`src/rtl/dmpd_pkg.sv`:
```
package dmpd_pkg;

   // Ratio selection for the fast prescaler
   typedef enum logic {
      PS_BASE    = 1'b0,   // divide by P
      PS_SWALLOW = 1'b1    // divide by P+1
   } ps_mode_e;

   // Smallest modulus for which the main count is never below the swallow count
   function automatic int unsigned min_modulus(input int unsigned p);
      return p * (p - 1);
   endfunction

endpackage

```
`src/rtl/dmpd_prescaler.sv`:
```
module dmpd_prescaler
   import dmpd_pkg::*;
#(
   parameter int unsigned P_LOG2 = 3
) (
   input  logic     clk,
   input  logic     rst,
   input  ps_mode_e mode,
   output logic     tick
);

   localparam int unsigned P  = 1 << P_LOG2;
   localparam int unsigned CW = P_LOG2 + 1;

   logic [CW-1:0] cnt;
   logic [CW-1:0] lim;

   always_comb begin
      if (mode == PS_SWALLOW) lim = CW'(P);
      else                    lim = CW'(P - 1);
   end

   assign tick = (cnt == lim);

   always_ff @(posedge clk) begin
      if (rst)       cnt <= '0;
      else if (tick) cnt <= '0;
      else           cnt <= cnt + CW'(1);
   end

   // the ratio request may only change when a prescaler cycle closes
   a_r8_mode_steady: assert property (@(posedge clk) disable iff (rst)
      !tick |=> $stable(mode));

   // the count never runs beyond the longer ratio
   a_r8_cnt_bound: assert property (@(posedge clk) disable iff (rst)
      cnt <= CW'(P));

endmodule

```
`src/rtl/dmpd_period_ctr.sv`:
```
module dmpd_period_ctr
   import dmpd_pkg::*;
#(
   parameter int unsigned P_LOG2     = 3,
   parameter int unsigned MAIN_W     = 9,
   parameter int unsigned RESET_SWAL = 4
) (
   input  logic              clk,
   input  logic              rst,
   input  logic              tick,
   input  logic [MAIN_W-1:0] act_last,
   input  logic [MAIN_W-1:0] act_half,
   input  logic [P_LOG2-1:0] nxt_swal,
   output ps_mode_e          mode,
   output logic              boundary,
   output logic              div_clk
);

   logic [MAIN_W-1:0] main_k;
   logic [P_LOG2-1:0] swal_cnt;

   assign mode     = (swal_cnt != '0) ? PS_SWALLOW : PS_BASE;
   assign boundary = tick && (main_k == act_last);
   assign div_clk  = (main_k < act_half);

   always_ff @(posedge clk) begin
      if (rst) begin
         main_k   <= '0;
         swal_cnt <= P_LOG2'(RESET_SWAL);
      end else if (boundary) begin
         main_k   <= '0;
         swal_cnt <= nxt_swal;
      end else if (tick) begin
         main_k <= main_k + MAIN_W'(1);
         if (swal_cnt != '0) swal_cnt <= swal_cnt - P_LOG2'(1);
      end
   end

   // every swallow cycle is spent by the time the period closes
   a_r8_swallow_spent: assert property (@(posedge clk) disable iff (rst)
      boundary |-> (swal_cnt <= P_LOG2'(1)));

   // the boundary pulse is never two cycles wide
   a_r2_single_pulse: assert property (@(posedge clk) disable iff (rst)
      boundary |=> !boundary);

   // the main count stays within the running limit
   a_r1_main_bound: assert property (@(posedge clk) disable iff (rst)
      main_k <= act_last);

endmodule

```
`src/rtl/dmpd_modulus_reg.sv`:
```
module dmpd_modulus_reg
   import dmpd_pkg::*;
#(
   parameter int unsigned P_LOG2    = 3,
   parameter int unsigned MAIN_W    = 9,
   parameter int unsigned RESET_MOD = 100
) (
   input  logic                     clk,
   input  logic                     rst,
   input  logic                     load,
   input  logic [MAIN_W+P_LOG2-1:0] mod_in,
   input  logic                     boundary,
   output logic [MAIN_W-1:0]        act_last,
   output logic [MAIN_W-1:0]        act_half,
   output logic [P_LOG2-1:0]        nxt_swal,
   output logic                     err_o
);

   localparam int unsigned P     = 1 << P_LOG2;
   localparam int unsigned N_W   = MAIN_W + P_LOG2;
   localparam int unsigned MIN_N = min_modulus(P);
   localparam logic [MAIN_W-1:0] RST_LAST = MAIN_W'(RESET_MOD / P - 1);
   localparam logic [MAIN_W-1:0] RST_HALF = MAIN_W'((RESET_MOD / P + 1) / 2);

   logic [N_W-1:0]  act_mod;
   logic [N_W-1:0]  pend_mod;
   logic            pend_v;
   logic            in_ok;
   logic            take;
   logic [N_W-1:0]  nxt_mod;
   logic [MAIN_W:0] nxt_m_ext;

   assign in_ok = (mod_in >= N_W'(MIN_N));
   assign take  = load && in_ok;

   always_comb begin
      if (take)        nxt_mod = mod_in;
      else if (pend_v) nxt_mod = pend_mod;
      else             nxt_mod = act_mod;
   end

   assign nxt_swal  = nxt_mod[P_LOG2-1:0];
   assign nxt_m_ext = {1'b0, nxt_mod[N_W-1:P_LOG2]};

   always_ff @(posedge clk) begin
      if (rst) begin
         act_mod  <= N_W'(RESET_MOD);
         act_last <= RST_LAST;
         act_half <= RST_HALF;
         pend_mod <= '0;
         pend_v   <= 1'b0;
         err_o    <= 1'b0;
      end else begin
         if (boundary) begin
            act_mod  <= nxt_mod;
            act_last <= nxt_mod[N_W-1:P_LOG2] - MAIN_W'(1);
            act_half <= MAIN_W'((nxt_m_ext + (MAIN_W+1)'(1)) >> 1);
            pend_v   <= 1'b0;
         end else if (take) begin
            pend_mod <= mod_in;
            pend_v   <= 1'b1;
         end
         if (load) err_o <= !in_ok;
      end
   end

   // the running modulus changes only at a period boundary
   a_r4_hold_mid_period: assert property (@(posedge clk) disable iff (rst)
      !boundary |=> $stable(act_mod));

   // a refused load with nothing pending leaves the running modulus alone
   a_r5_reject_hold: assert property (@(posedge clk) disable iff (rst)
      (load && (mod_in < N_W'(MIN_N)) && !pend_v) |=> $stable(act_mod));

   // the running modulus always lies in the supported range
   a_r1_act_range: assert property (@(posedge clk) disable iff (rst)
      act_mod >= N_W'(MIN_N));

endmodule

```
`src/rtl/dmpd_feedback_divider.sv`:
```
module dmpd_feedback_divider
   import dmpd_pkg::*;
#(
   parameter int unsigned P_LOG2    = 3,
   parameter int unsigned MAIN_W    = 9,
   parameter int unsigned RESET_MOD = 100
) (
   input  logic                     clk_vco,
   input  logic                     rst,
   input  logic                     load,
   input  logic [MAIN_W+P_LOG2-1:0] mod_in,
   output logic                     pulse_o,
   output logic                     div_clk_o,
   output logic                     err_o
);

   localparam int unsigned P     = 1 << P_LOG2;
   localparam int unsigned MIN_N = min_modulus(P);
   localparam int unsigned MAX_N = ((1 << MAIN_W) - 1) * P + (P - 1);

   // Elaboration-time parameter checks
   if (P_LOG2 < 1 || P_LOG2 > 6) begin : g_bad_plog2
      $error("P_LOG2 out of supported range");
   end
   if (((1 << MAIN_W) - 1) < (P - 1)) begin : g_bad_main_w
      $error("MAIN_W too small to cover the swallow range");
   end
   if (RESET_MOD < MIN_N || RESET_MOD > MAX_N) begin : g_bad_reset_mod
      $error("RESET_MOD outside the reachable modulus range");
   end

   ps_mode_e          mode;
   logic              tick;
   logic              boundary;
   logic [MAIN_W-1:0] act_last;
   logic [MAIN_W-1:0] act_half;
   logic [P_LOG2-1:0] nxt_swal;

   dmpd_prescaler #(.P_LOG2(P_LOG2)) u_presc (
      .clk  (clk_vco),
      .rst  (rst),
      .mode (mode),
      .tick (tick)
   );

   dmpd_period_ctr #(
      .P_LOG2    (P_LOG2),
      .MAIN_W    (MAIN_W),
      .RESET_SWAL(RESET_MOD % P)
   ) u_ctr (
      .clk      (clk_vco),
      .rst      (rst),
      .tick     (tick),
      .act_last (act_last),
      .act_half (act_half),
      .nxt_swal (nxt_swal),
      .mode     (mode),
      .boundary (boundary),
      .div_clk  (div_clk_o)
   );

   dmpd_modulus_reg #(
      .P_LOG2   (P_LOG2),
      .MAIN_W   (MAIN_W),
      .RESET_MOD(RESET_MOD)
   ) u_mod (
      .clk      (clk_vco),
      .rst      (rst),
      .load     (load),
      .mod_in   (mod_in),
      .boundary (boundary),
      .act_last (act_last),
      .act_half (act_half),
      .nxt_swal (nxt_swal),
      .err_o    (err_o)
   );

   assign pulse_o = boundary;

   // a refused load raises the error flag one cycle later
   a_r5_flag_raise: assert property (@(posedge clk_vco) disable iff (rst)
      (load && (mod_in < (MAIN_W+P_LOG2)'(MIN_N))) |=> err_o);

   // the divider output is quiet during the first cycle after release
   a_r3_quiet_after_reset: assert property (@(posedge clk_vco)
      rst |=> !pulse_o);

endmodule

```
`config.mk`:
```
export PLATFORM = sky130hd
export DESIGN_NAME = dmpd_feedback_divider
export DESIGN_NICKNAME = d
export VERILOG_FILES = /design/src/rtl/dmpd_pkg.sv /design/src/rtl/dmpd_prescaler.sv /design/src/rtl/dmpd_period_ctr.sv /design/src/rtl/dmpd_modulus_reg.sv /design/src/rtl/dmpd_feedback_divider.sv
export SDC_FILE = /design/constraint.sdc
export NUM_CORES = 1
export LEC_CHECK = 0
export BUFFER_PORTS_ARGS = -buffer_cell sky130_fd_sc_hd__buf_2
export CAP_MARGIN = 10
export CORE_MARGIN = 10
export CORE_UTILIZATION = 45
export DETAILED_ROUTE_END_ITERATION = 12
export GPL_TIMING_DRIVEN = 0
export SLEW_MARGIN = 25
export SYNTH_ARGS = -nofsm -noshare
export SYNTH_HDL_FRONTEND = slang
export SYNTH_SLANG_ARGS = --single-unit
```
`constraint.sdc`:
```
create_clock -name clk_vco -period 3.2 [get_ports clk_vco]
set_clock_uncertainty 0.1 [all_clocks]
set_input_delay 0.32 -clock clk_vco [delete_from_list [all_inputs] [get_ports clk_vco]]
set_output_delay 0.32 -clock clk_vco [all_outputs]
set_load 0.005 [all_outputs]
```
==> results of run 1 <==
==> worst max-delay path, delay by kind of cell <==
family / cells / cell delay [ns]
AOI/OAI and AO/OA: 4 / 0.88
buffers and inverters: 4 / 0.65
and+or+nand+nor: 3 / 0.62
muxes: 1 / 0.30
adders and majority gates: 1 / 0.21
xor gates and xnor gates: 1 / 0.17
==> cells in the final DEF, fill, tap and decap left out, drive strengths merged, types with 3 or more instances in the layout <==
cell     n
dfxtp   60
o31ai    3
a211oi   9
nor2b    3
o21a     3
buf     18
or3      6
nor3    12
a31oi    3
mux2i   13
nor3b    5
nand3    9
mux2     4
xnor2   12
nand2b   4
a211o    4
xor2    15
and3     6
ha      14
nor2    50
inv     15
nand4    5
clkbuf  32
a21o     4
o21ai   19
a21oi   39
nand2   62
nor4     4
==> synthesized netlist by cell type (5+ instances only) <==
cell / number / area share
xnor2_1: 12 / 0.031
nor2_1: 50 / 0.055
inv_1: 15 / 0.017
and3_1: 6 / 0.011
ha_1: 14 / 0.051
dfxtp_1: 60 / 0.35
nor3_1: 12 / 0.018
buf_2: 5 / 0.0074
nor3b_1: 5 / 0.011
a211oi_1: 9 / 0.020
mux2i_1: 13 / 0.038
clkbuf_1: 21 / 0.023
o21ai_0: 18 / 0.026
xor2_1: 15 / 0.039
nand2_1: 62 / 0.068
or3_1: 6 / 0.011
nand4_1: 5 / 0.0092
a21oi_1: 39 / 0.057
nand3_1: 9 / 0.013
==> logic make-up (layout without fill, tap and decap cells) <==
kind of cell / Yosys count / in the layout / synth area share
AOI/OAI and AO/OA: 101 / 101 / 0.1919
xor gates and xnor gates: 27 / 27 / 0.06949
DFF: 60 / 60 / 0.3529
adders and majority gates: 14 / 14 / 0.05147
muxes: 17 / 17 / 0.05147
buffers and inverters: 43 / 69 / 0.04926
and+or+nand+nor: 173 / 173 / 0.2335
==> state kept, by name, indices dropped and copies added (netlist names) <==
signal	cells
u_mod.act_mod	12
u_mod.pend_mod	12
u_ctr.main_k	9
u_mod.act_half	9
u_mod.act_last	9
u_presc.cnt	4
u_ctr.swal_cnt	3
u_mod.err_o	1
u_mod.pend_v	1
==> routing by layer <==
layer  part of all wire  up-vias  global-route usage
met1               0.48     1401              0.2089
met3              0.043       14             0.03174
met5                  0        -                   0
met2               0.46       62              0.2546
met4              0.016        0             0.05319
li1                   -     1566                   -
==> layout make-up <==
type / count / area, um^2
Clock buffer: 11 / 151.4
Buffer: 26 / 111.4
Clock inverter: 4 / 25.02
Inverter: 15 / 56.30
Fill cell: 791 / 3520
Timing Repair Buffer: 13 / 65.06
Sequential cell: 60 / 1201
Tap cell: 99 / 123.9
Multi-Input combinational cell: 332 / 2038
==> worst min-delay path by stage <==
stage | endpoint | slack, ns | cells after the start | startpoint
floorplan | u_mod.act_mod[2] | 0.32 | 2 | u_mod.act_mod[2]
global placement | u_mod.act_mod[2] | 0.33 | 2 | u_mod.act_mod[2]
detailed placement | u_mod.act_mod[2] | 0.35 | 2 | u_mod.act_mod[2]
CTS | u_mod.pend_mod[2] | 0.12 | 3 | mod_in[2]
global route | u_mod.pend_mod[0] | 0.13 | 3 | mod_in[0]
finish | u_mod.pend_mod[2] | 0.13 | 3 | mod_in[2]
==> stage by stage <==
step                      power, mW  hold slack (ns)  TNS (ns)
after floorplan              0.9011           0.3218         0
after global placement       0.9498           0.3326   -0.4118
after detailed placement     0.9532           0.3467   -0.4609
after CTS                     1.576           0.1167         0
after global routing          1.633           0.1285         0
final                         1.564           0.1281         0
==> power breakdown <==
| part | internal [mW] | total [mW] | switching [mW] |
|---|---|---|---|
| clock network | 0.316 | 0.626 | 0.310 |
| registers | 0.759 | 0.771 | 0.0117 |
| logic | 0.0598 | 0.167 | 0.107 |
| total | 1.14 | 1.56 | 0.429 |
==> what timing repair did <==
item,4_1_cts,5_1_grt
hold buffers,0,0
resized for setup,1,7
endpoints found under the setup margin,4,23
pin swaps,0,1
==> flow_metrics.env, run 1 <==
export IMPL_setup_ws_ns=0.2014
export IMPL_worst_pin_slew_ns=0.6108
export IMPL_crit_required_ns=3.36
export IMPL_via_per_inst=5.434
export IMPL_dp_cells=547
export IMPL_worstHoldPathType="in -> reg"
export IMPL_cp_endpoint="u_mod.act_last[8]"
export IMPL_postCtsSetupBuffers=0
export IMPL_power_density_mw_per_mm2=414.5
export IMPL_numCtsBuffers=9
export IMPL_ys_types=50
export IMPL_crit_path_start_kind="input pin"
export IMPL_setup_viol=0
export IMPL_grt_overflow_total=0
export IMPL_reg2reg_slack_ns=0.33
export IMPL_syn_area_mm2=0.003403
export IMPL_arrival_ns=3.16
export IMPL_cts_htree_levels=3
export IMPL_num_antenna_cells=0
export IMPL_fin_area_mm2=0.003772
export IMPL_vias=3043
export IMPL_cp_cell_sequence="buf_2 -> or3_1 -> buf_2 -> o31a_1 -> clkbuf_1 -> nand2_1 -> o21ai_0 -> inv_1 -> ha_1 -> o21ai_0 -> mux2i_2 -> nand4_1 -> xnor2_1 -> a211oi_1"
export IMPL_firstDrtPassIters=5
export IMPL_drtIter0Drc=182
export IMPL_ff2ff_path_depth=10
export IMPL_place_ws_ns=-0.2342
export IMPL_core_mm2=0.007292
export IMPL_dp_hpwl_um=6564
export IMPL_synth_warnings=0
export IMPL_cts_tree="built"
export IMPL_routedWlPerCell_um=15.64
export IMPL_final_max_slew_viol_count=0
export IMPL_slowest_stage="o31a_1"
export IMPL_period_share=0.9371
export IMPL_grt_max_degree=11
export IMPL_synthFlopType="dfxtp_1"
export IMPL_r2r_end="u_mod.act_last[4]"
export IMPL_final_util=0.5173
export IMPL_crit_fanout=10
export IMPL_root_buffer="clkbuf_8"
export IMPL_clk_insertion_delay_late_ns=0.34
export IMPL_ant_nets=0
export IMPL_syn_avg_cell_area_um2=7.824
export IMPL_syn_nets=464
export IMPL_leakage_nw=1.459
export IMPL_start_util=0.4667
export IMPL_rr_startpoint="u_ctr.swal_cnt[1]"
export IMPL_drt_total_wl_um=8761
export IMPL_fmax_mhz=333.5
export IMPL_place_congestion=0.9111
export IMPL_rows=31
export IMPL_fp_dieW_um=107.0
export IMPL_status="finished, final reports clean"
export IMPL_stdcell_count=560
export IMPL_portBuffers=13
export IMPL_max_slew_margin=0.5928
export IMPL_drc=0
export IMPL_antenna_found_initial=0
export IMPL_syn2layout_area_growth_pct=10.85
export IMPL_cp_end_kind="flip-flop"
export IMPL_drive_gt1_frac=0.09978
export IMPL_cts_max_path_buffers=2
export IMPL_clock_sinks=60
export IMPL_grt_pass1_vias=2882
export IMPL_clk_pin_slew_ns=0.07
export IMPL_track_usage=0.1592
export IMPL_synth_edff_count=0
export IMPL_layout_min_cycle_time_ns=2.999
export IMPL_dieArea_mm2=0.01144
export IMPL_cap_violations=0
export IMPL_grt_first_pass_wirelength_um=14690
export IMPL_ir_drop_mv=0.2506
export IMPL_synthArstFlopShare=0
export IMPL_critPathLaunch="mod_in[9]"
export IMPL_rsz0062_at_grt="no"
export IMPL_place_area_mm2=0.003592
export IMPL_slowest_delay_ns=0.37
export IMPL_die_h_um=107.0
export IMPL_timing_worst_setup_path_type="in -> reg"
export IMPL_postSynthCellCount=435
export IMPL_ios=18
export IMPL_seq_area_frac_synth=0.3529
export IMPL_yosys_register_bits=60
export IMPL_finalHoldViolCount=0
export IMPL_final_nets=486
Power figures use the tool's default switching activity.
==> inputs of run 2 (changes only) <==
Clock period 3.2 ns to 2.8 ns, I/O delays scaled along.
==> run 2 against run 1 <==
  * Flip-flop and latch count unchanged
  * Global-route usage decreased by 0.34 points
  * Largest power group unchanged
  * Routed wire length increased by 2.4%
==> flow_metrics.env, run 2 (synthesis results as in run 1) <==
export IMPL_clk_insertion_delay_late_ns=0.35
export IMPL_portBuffers=13
export IMPL_rows=31
export IMPL_track_usage=0.1558
export IMPL_final_cell_mix="nand2_1, dfxtp_1, nor2_1"
export IMPL_power_density_mw_per_mm2=482.2
export IMPL_setup_viol=0
export IMPL_final_nets=498
export IMPL_routedWlPerCell_um=15.66
export IMPL_reg2reg_slack_ns=0.19
export IMPL_cp_end_kind="output pin"
export IMPL_max_slew_margin=0.5992
export IMPL_use_met3=0.02575
export IMPL_crit_required_ns=2.42
export IMPL_layout_commonest_cell="nand2_1"
export IMPL_arrival_ns=2.25
export IMPL_layout_min_cycle_time_ns=2.631
export IMPL_timing_worst_setup_path_type="reg -> out"
export IMPL_rr_startpoint="u_mod.pend_v"
export IMPL_ctsHoldBuffers=0
export IMPL_clkPwrFrac=0.430
export IMPL_worstHoldPathType="in -> reg"
export IMPL_final_util=0.5426
export IMPL_numCtsBuffers=9
export IMPL_grt_overflow_total=0
export IMPL_cts_tree="built"
export IMPL_drtIter0Drc=197
export IMPL_regArea_mm2=0.001201
export IMPL_fp_dieW_um=107.0
export IMPL_ios=18
export IMPL_seqPwrFrac=0.462
export IMPL_dieArea_mm2=0.01144
export IMPL_finalHoldViolCount=0
export IMPL_p_total_mw=1.908
export IMPL_r2r_end="u_mod.act_last[8]"
export IMPL_grt_util_met2=0.2529
export IMPL_syn2layout_area_growth_pct=16.25
export IMPL_clock_sinks=60
export IMPL_clk_pin_slew_ns=0.07
export IMPL_grt_max_degree=19
export IMPL_final_max_slew_viol_count=0
export IMPL_grt_util_met1=0.1989
export IMPL_worst_pin_slew_ns=0.6012
export IMPL_vias=3120
export IMPL_cap_violations=0
export IMPL_largestRegisters="u_mod.act_mod (12), u_mod.pend_mod (12)"
export IMPL_grt_first_pass_wirelength_um=14550
export IMPL_grt_pass1_vias=3007
export IMPL_multi_input_area_mm2=0.002072
export IMPL_critPathLaunch="u_ctr.swal_cnt[0]"
export IMPL_firstDrtPassIters=5
export IMPL_drt_total_wl_um=8971
export IMPL_root_buffer="clkbuf_8"
export IMPL_hold_ws_ns=0.07933
export IMPL_dp_hpwl_um=6481
export IMPL_antenna_found_initial=0
export IMPL_grt_busiest_layer="met2"
export IMPL_via_per_inst=5.445
export IMPL_cp_endpoint="pulse_o"
export IMPL_cts_max_path_buffers=2
export IMPL_comb_power_share=0.107
export IMPL_fmax_mhz=380.0
export IMPL_period_share=0.9398
export IMPL_fillers=739
export IMPL_ir_drop_mv=0.2586
export IMPL_core_mm2=0.007292
export IMPL_rsz0062_at_grt="no"
export IMPL_p_int_mw=1.404
export IMPL_leakage_nw=1.549
export IMPL_ant_nets=0
export IMPL_crit_path_start_kind="flip-flop"
export IMPL_ff2ff_path_depth=11
export IMPL_start_util=0.4667
export IMPL_die_h_um=107.0
export IMPL_swShare=0.2640
export IMPL_crit_fanout=7
export IMPL_drive_gt1_frac=0.1435
export IMPL_cts_htree_levels=3
export IMPL_num_antenna_cells=0
export IMPL_drc=0
export IMPL_place_congestion=0.9083
export IMPL_p_switching_uw=503.6
export IMPL_status="finished, final reports clean"
==> run 2: power groups by stage <==
stage                     Sequential [mW]  Clock, mW  Combinational (mW)
final                               0.882      0.821               0.205
after global routing                0.883      0.864               0.226
after CTS                           0.880      0.838               0.193
after detailed placement            0.900          0               0.189
after global placement              0.900          0               0.186
after floorplan                     0.896          0               0.134
==> run 2: how the worst min path moves through the flow <==
stage,start,end,slack [ns],cells past startpoint
2_1_floorplan,mod_in[0],u_mod.pend_mod[0],0.32,2
3_3_place_gp,u_mod.act_mod[2],u_mod.act_mod[2],0.33,2
3_5_place_dp,u_mod.act_mod[2],u_mod.act_mod[2],0.34,2
4_1_cts,mod_in[2],u_mod.pend_mod[2],0.07,3
5_1_grt,mod_in[2],u_mod.pend_mod[2],0.08,3
6_report,mod_in[2],u_mod.pend_mod[2],0.08,3
==> run 2: repair_timing <==
item	4_1_cts	5_1_grt
gates cloned	0	0
setup endpoints to repair	41	52
buffers inserted	2	10
resized for setup	14	20
pin swaps	1	7
==> run 2: per-stage QoR <==
step | setup TNS (ns) | cells | setup WS [ns] | instance area [um^2]
after floorplan | 0 | 435 | 0.01190 | 3406
after global placement | -4.542 | 547 | -0.5416 | 3595
after detailed placement | -4.957 | 547 | -0.5550 | 3595
after CTS | 0 | 564 | 0.009744 | 3835
after global routing | 0 | 573 | 0.01878 | 3956
final | 0 | 573 | 0.1687 | 3956
==> run 2: per-layer routing <==
metal,wire (um),part of all wire
met1,4291,0.48
met2,4106,0.46
met3,358,0.040
met4,214,0.024
met5,0,0
==> run 2: cell type report <==
| type | instances | share of cell area |
|---|---|---|
| clock buffer | 12 | 0.03922 |
| inverter | 15 | 0.01423 |
| buffer | 26 | 0.03669 |
| sequential | 60 | 0.3036 |
| clock inverter | 4 | 0.01202 |
| tap | 99 | 0.03131 |
| timing repair buffer | 25 | 0.03922 |
| multi-input combinational | 332 | 0.5237 |
==> run 2: worst max-delay path: stages (launching register included) <==
cell and delay, ns:
dfxtp_1 0.31, inv_1 0.06, ha_1 0.20, ha_2 0.19
or3_4 0.36, o32ai_4 0.28, buf_6 0.16, nand3_1 0.08
nor2_2 0.16, buf_2 0.13
==> inputs of run 3 (changes only) <==
Settings changed: BUFFER_PORTS_ARGS -buffer_cell sky130_fd_sc_hd__buf_2 to -buffer_cell sky130_fd_sc_hd__buf_4.
==> run 3 against run 2 <==
  * Design area is 0.35% lower
  * Setup slack got worse by 0.046 ns
  * First-iteration DRC count is 11% lower
  * Combinational power is essentially flat
  * Largest power group is now clock
  * Non-clock buffer count is 6 lower
  * Global-route usage increased by 0.56 points
  * Critical endpoint is now u_mod.act_last[8]
  * Hold slack improved by 0.017 ns
  * Flip-flop and latch count unchanged
  * Routed wire length about the same
==> flow_metrics.env, run 3 (synthesis results as in run 1) <==
export IMPL_worstHoldPathType="in -> reg"
export IMPL_setup_viol=0
export IMPL_firstDrtPassIters=4
export IMPL_drive_gt1_frac=0.1282
export IMPL_place_congestion=0.8941
export IMPL_rsz0062_at_grt="no"
export IMPL_hp_start="mod_in[2]"
export IMPL_final_cell_mix="nand2_1, dfxtp_1, nor2_1"
export IMPL_ant_nets=0
export IMPL_core_mm2=0.007292
export IMPL_antenna_found_initial=0
export IMPL_final_util=0.5407
export IMPL_grt_pass1_vias=3069
export IMPL_fmax_mhz=373.4
export IMPL_status="finished, final reports clean"
export IMPL_root_buffer="clkbuf_8"
export IMPL_drtIter0Drc=176
export IMPL_grt_busiest_layer="met2"
export IMPL_ctsHoldBuffers=0
export IMPL_cp_end_kind="flip-flop"
export IMPL_cts_max_path_buffers=2
export IMPL_setup_ws_ns=0.1222
export IMPL_ir_drop_mv=0.2380
export IMPL_ff2ff_path_depth=10
export IMPL_dieArea_mm2=0.01144
export IMPL_grt_util_met1=0.2017
export IMPL_drc=0
export IMPL_worst_pin_slew_ns=0.6033
export IMPL_place_ws_ns=-0.5562
export IMPL_cts_htree_levels=3
export IMPL_arrival_ns=2.83
export IMPL_cap_violations=0
export IMPL_numCtsBuffers=9
export IMPL_clk_pin_slew_ns=0.07
export IMPL_fp_dieW_um=107.0
export IMPL_num_antenna_cells=0
export IMPL_fin_area_mm2=0.003943
export IMPL_cp_cell_sequence="buf_4 -> or3_1 -> buf_2 -> o31a_1 -> buf_4 -> nand2_1 -> o21ai_2 -> inv_1 -> ha_2 -> o21ai_0 -> mux2i_2 -> nand4_1 -> xnor2_1 -> a211oi_1"
export IMPL_leakage_nw=1.546
export IMPL_clk_insertion_delay_late_ns=0.34
export IMPL_crit_buf_inv=4
export IMPL_grt_max_degree=19
export IMPL_clock_sinks=60
export IMPL_layout_commonest_cell="nand2_1"
export IMPL_fillers=717
export IMPL_reg2reg_slack_ns=0.15
export IMPL_drt_total_wl_um=8964
export IMPL_critical_path_top_delay_family="compound AO/OA/AOI/OAI gates"
export IMPL_crit_path_start_kind="input pin"
export IMPL_power_density_mw_per_mm2=503.3
export IMPL_die_h_um=107.0
export IMPL_rr_startpoint="u_ctr.swal_cnt[0]"
export IMPL_dp_hpwl_um=6649
export IMPL_start_util=0.4667
export IMPL_finalHoldViolCount=0
export IMPL_p_total_mw=1.984
export IMPL_period_share=0.9563
export IMPL_slowest_stage="or3_1"
export IMPL_grt_overflow_total=0
export IMPL_path_depth=14
export IMPL_slowest_delay_ns=0.36
export IMPL_final_max_slew_viol_count=0
export IMPL_grt_util_met2=0.2647
export IMPL_crit_fanout=10
export IMPL_vias=3103
export IMPL_r2r_end="u_mod.act_last[3]"
export IMPL_timing_worst_setup_path_type="in -> reg"
export IMPL_use_met3=0.04072
export IMPL_critPathLaunch="mod_in[9]"
export IMPL_ios=18
export IMPL_final_nets=492
export IMPL_largestRegisters="u_mod.act_mod (12), u_mod.pend_mod (12)"
export IMPL_portBuffers=13
export IMPL_place_area_mm2=0.003627
export IMPL_routedWlPerCell_um=15.81
export IMPL_syn2layout_area_growth_pct=15.85
export IMPL_rows=31
export IMPL_cts_tree="built"
export IMPL_crit_top_cell="buf_4"
export IMPL_max_slew_margin=0.5978
export IMPL_track_usage=0.1614
export IMPL_layout_min_cycle_time_ns=2.678
export IMPL_cp_endpoint="u_mod.act_last[8]"
export IMPL_crit_required_ns=2.96
export IMPL_grt_first_pass_wirelength_um=15090
export IMPL_via_per_inst=5.473
==> run 3: changes by cell type in the layout (fill, tap and decap cells not counted), sizes merged <==
cell | before | now
bufinv | 1 | 2
clkbuf | 30 | 29
clkinv | 2 | 1
buf | 33 | 29
clkinvlp | 1 | 0
==> run 3: power breakdown <==
part           switching [mW]  internal, mW  total, mW
registers              0.0134         0.868      0.881
clock network           0.348         0.553      0.900
logic                   0.125        0.0781      0.203
==> run 3: layout make-up <==
class / count / area [um^2] / share of cell area
repair buffers: 19 / 142.6 / 0.03618
inverters: 15 / 56.30 / 0.01428
multi-input cells: 332 / 2054 / 0.5211
clock buffers: 13 / 158.9 / 0.04030
plain buffers: 26 / 136.4 / 0.03459
flip-flops and latches: 60 / 1201 / 0.3047
clock inverters: 3 / 68.82 / 0.01745
well taps: 99 / 123.9 / 0.03142
==> run 3: worst min-delay path by stage <==
stage / end / cells past startpoint / slack (ns)
global route: u_mod.pend_mod[0] / 3 / 0.09
detailed placement: u_mod.act_mod[2] / 2 / 0.34
global placement: u_mod.act_mod[2] / 2 / 0.33
CTS: u_mod.pend_mod[2] / 3 / 0.09
finish: u_mod.pend_mod[2] / 3 / 0.1
floorplan: u_mod.pend_mod[0] / 2 / 0.32
==> run 3: worst register-to-register path, stage by stage, from the launching register on <==
cell and delay, ns:
dfxtp_1 0.31, inv_1 0.05, ha_1 0.19, ha_1 0.20, or3_1 0.36, o32ai_2 0.24
buf_4 0.21, nand4b_1 0.26, buf_4 0.29, nor3_1 0.25, o21bai_1 0.08
==> run 3: layer usage <==
metal	up-vias	wire, um
met5	-	0
met4	0	178
met3	17	292
met2	63	4155
met1	1448	4337
li1	1575	-
==> run 3: what timing repair did <==
item	4_1_cts	5_1_grt
endpoints found under the setup margin	43	46
endpoints found under the hold margin	0	0
gates resized for setup	14	14
buffers inserted	3	3
pin swaps	3	3
==> run 3: per-stage QoR <==
stage                     setup TNS [ns]  instances  hold WS, ns
after detailed placement          -5.367        547       0.3429
after global routing                   0        567      0.09035
after CTS                              0        565      0.08543
after floorplan                        0        435       0.3160
after global placement            -4.545        547       0.3327
final                                  0        567      0.09642
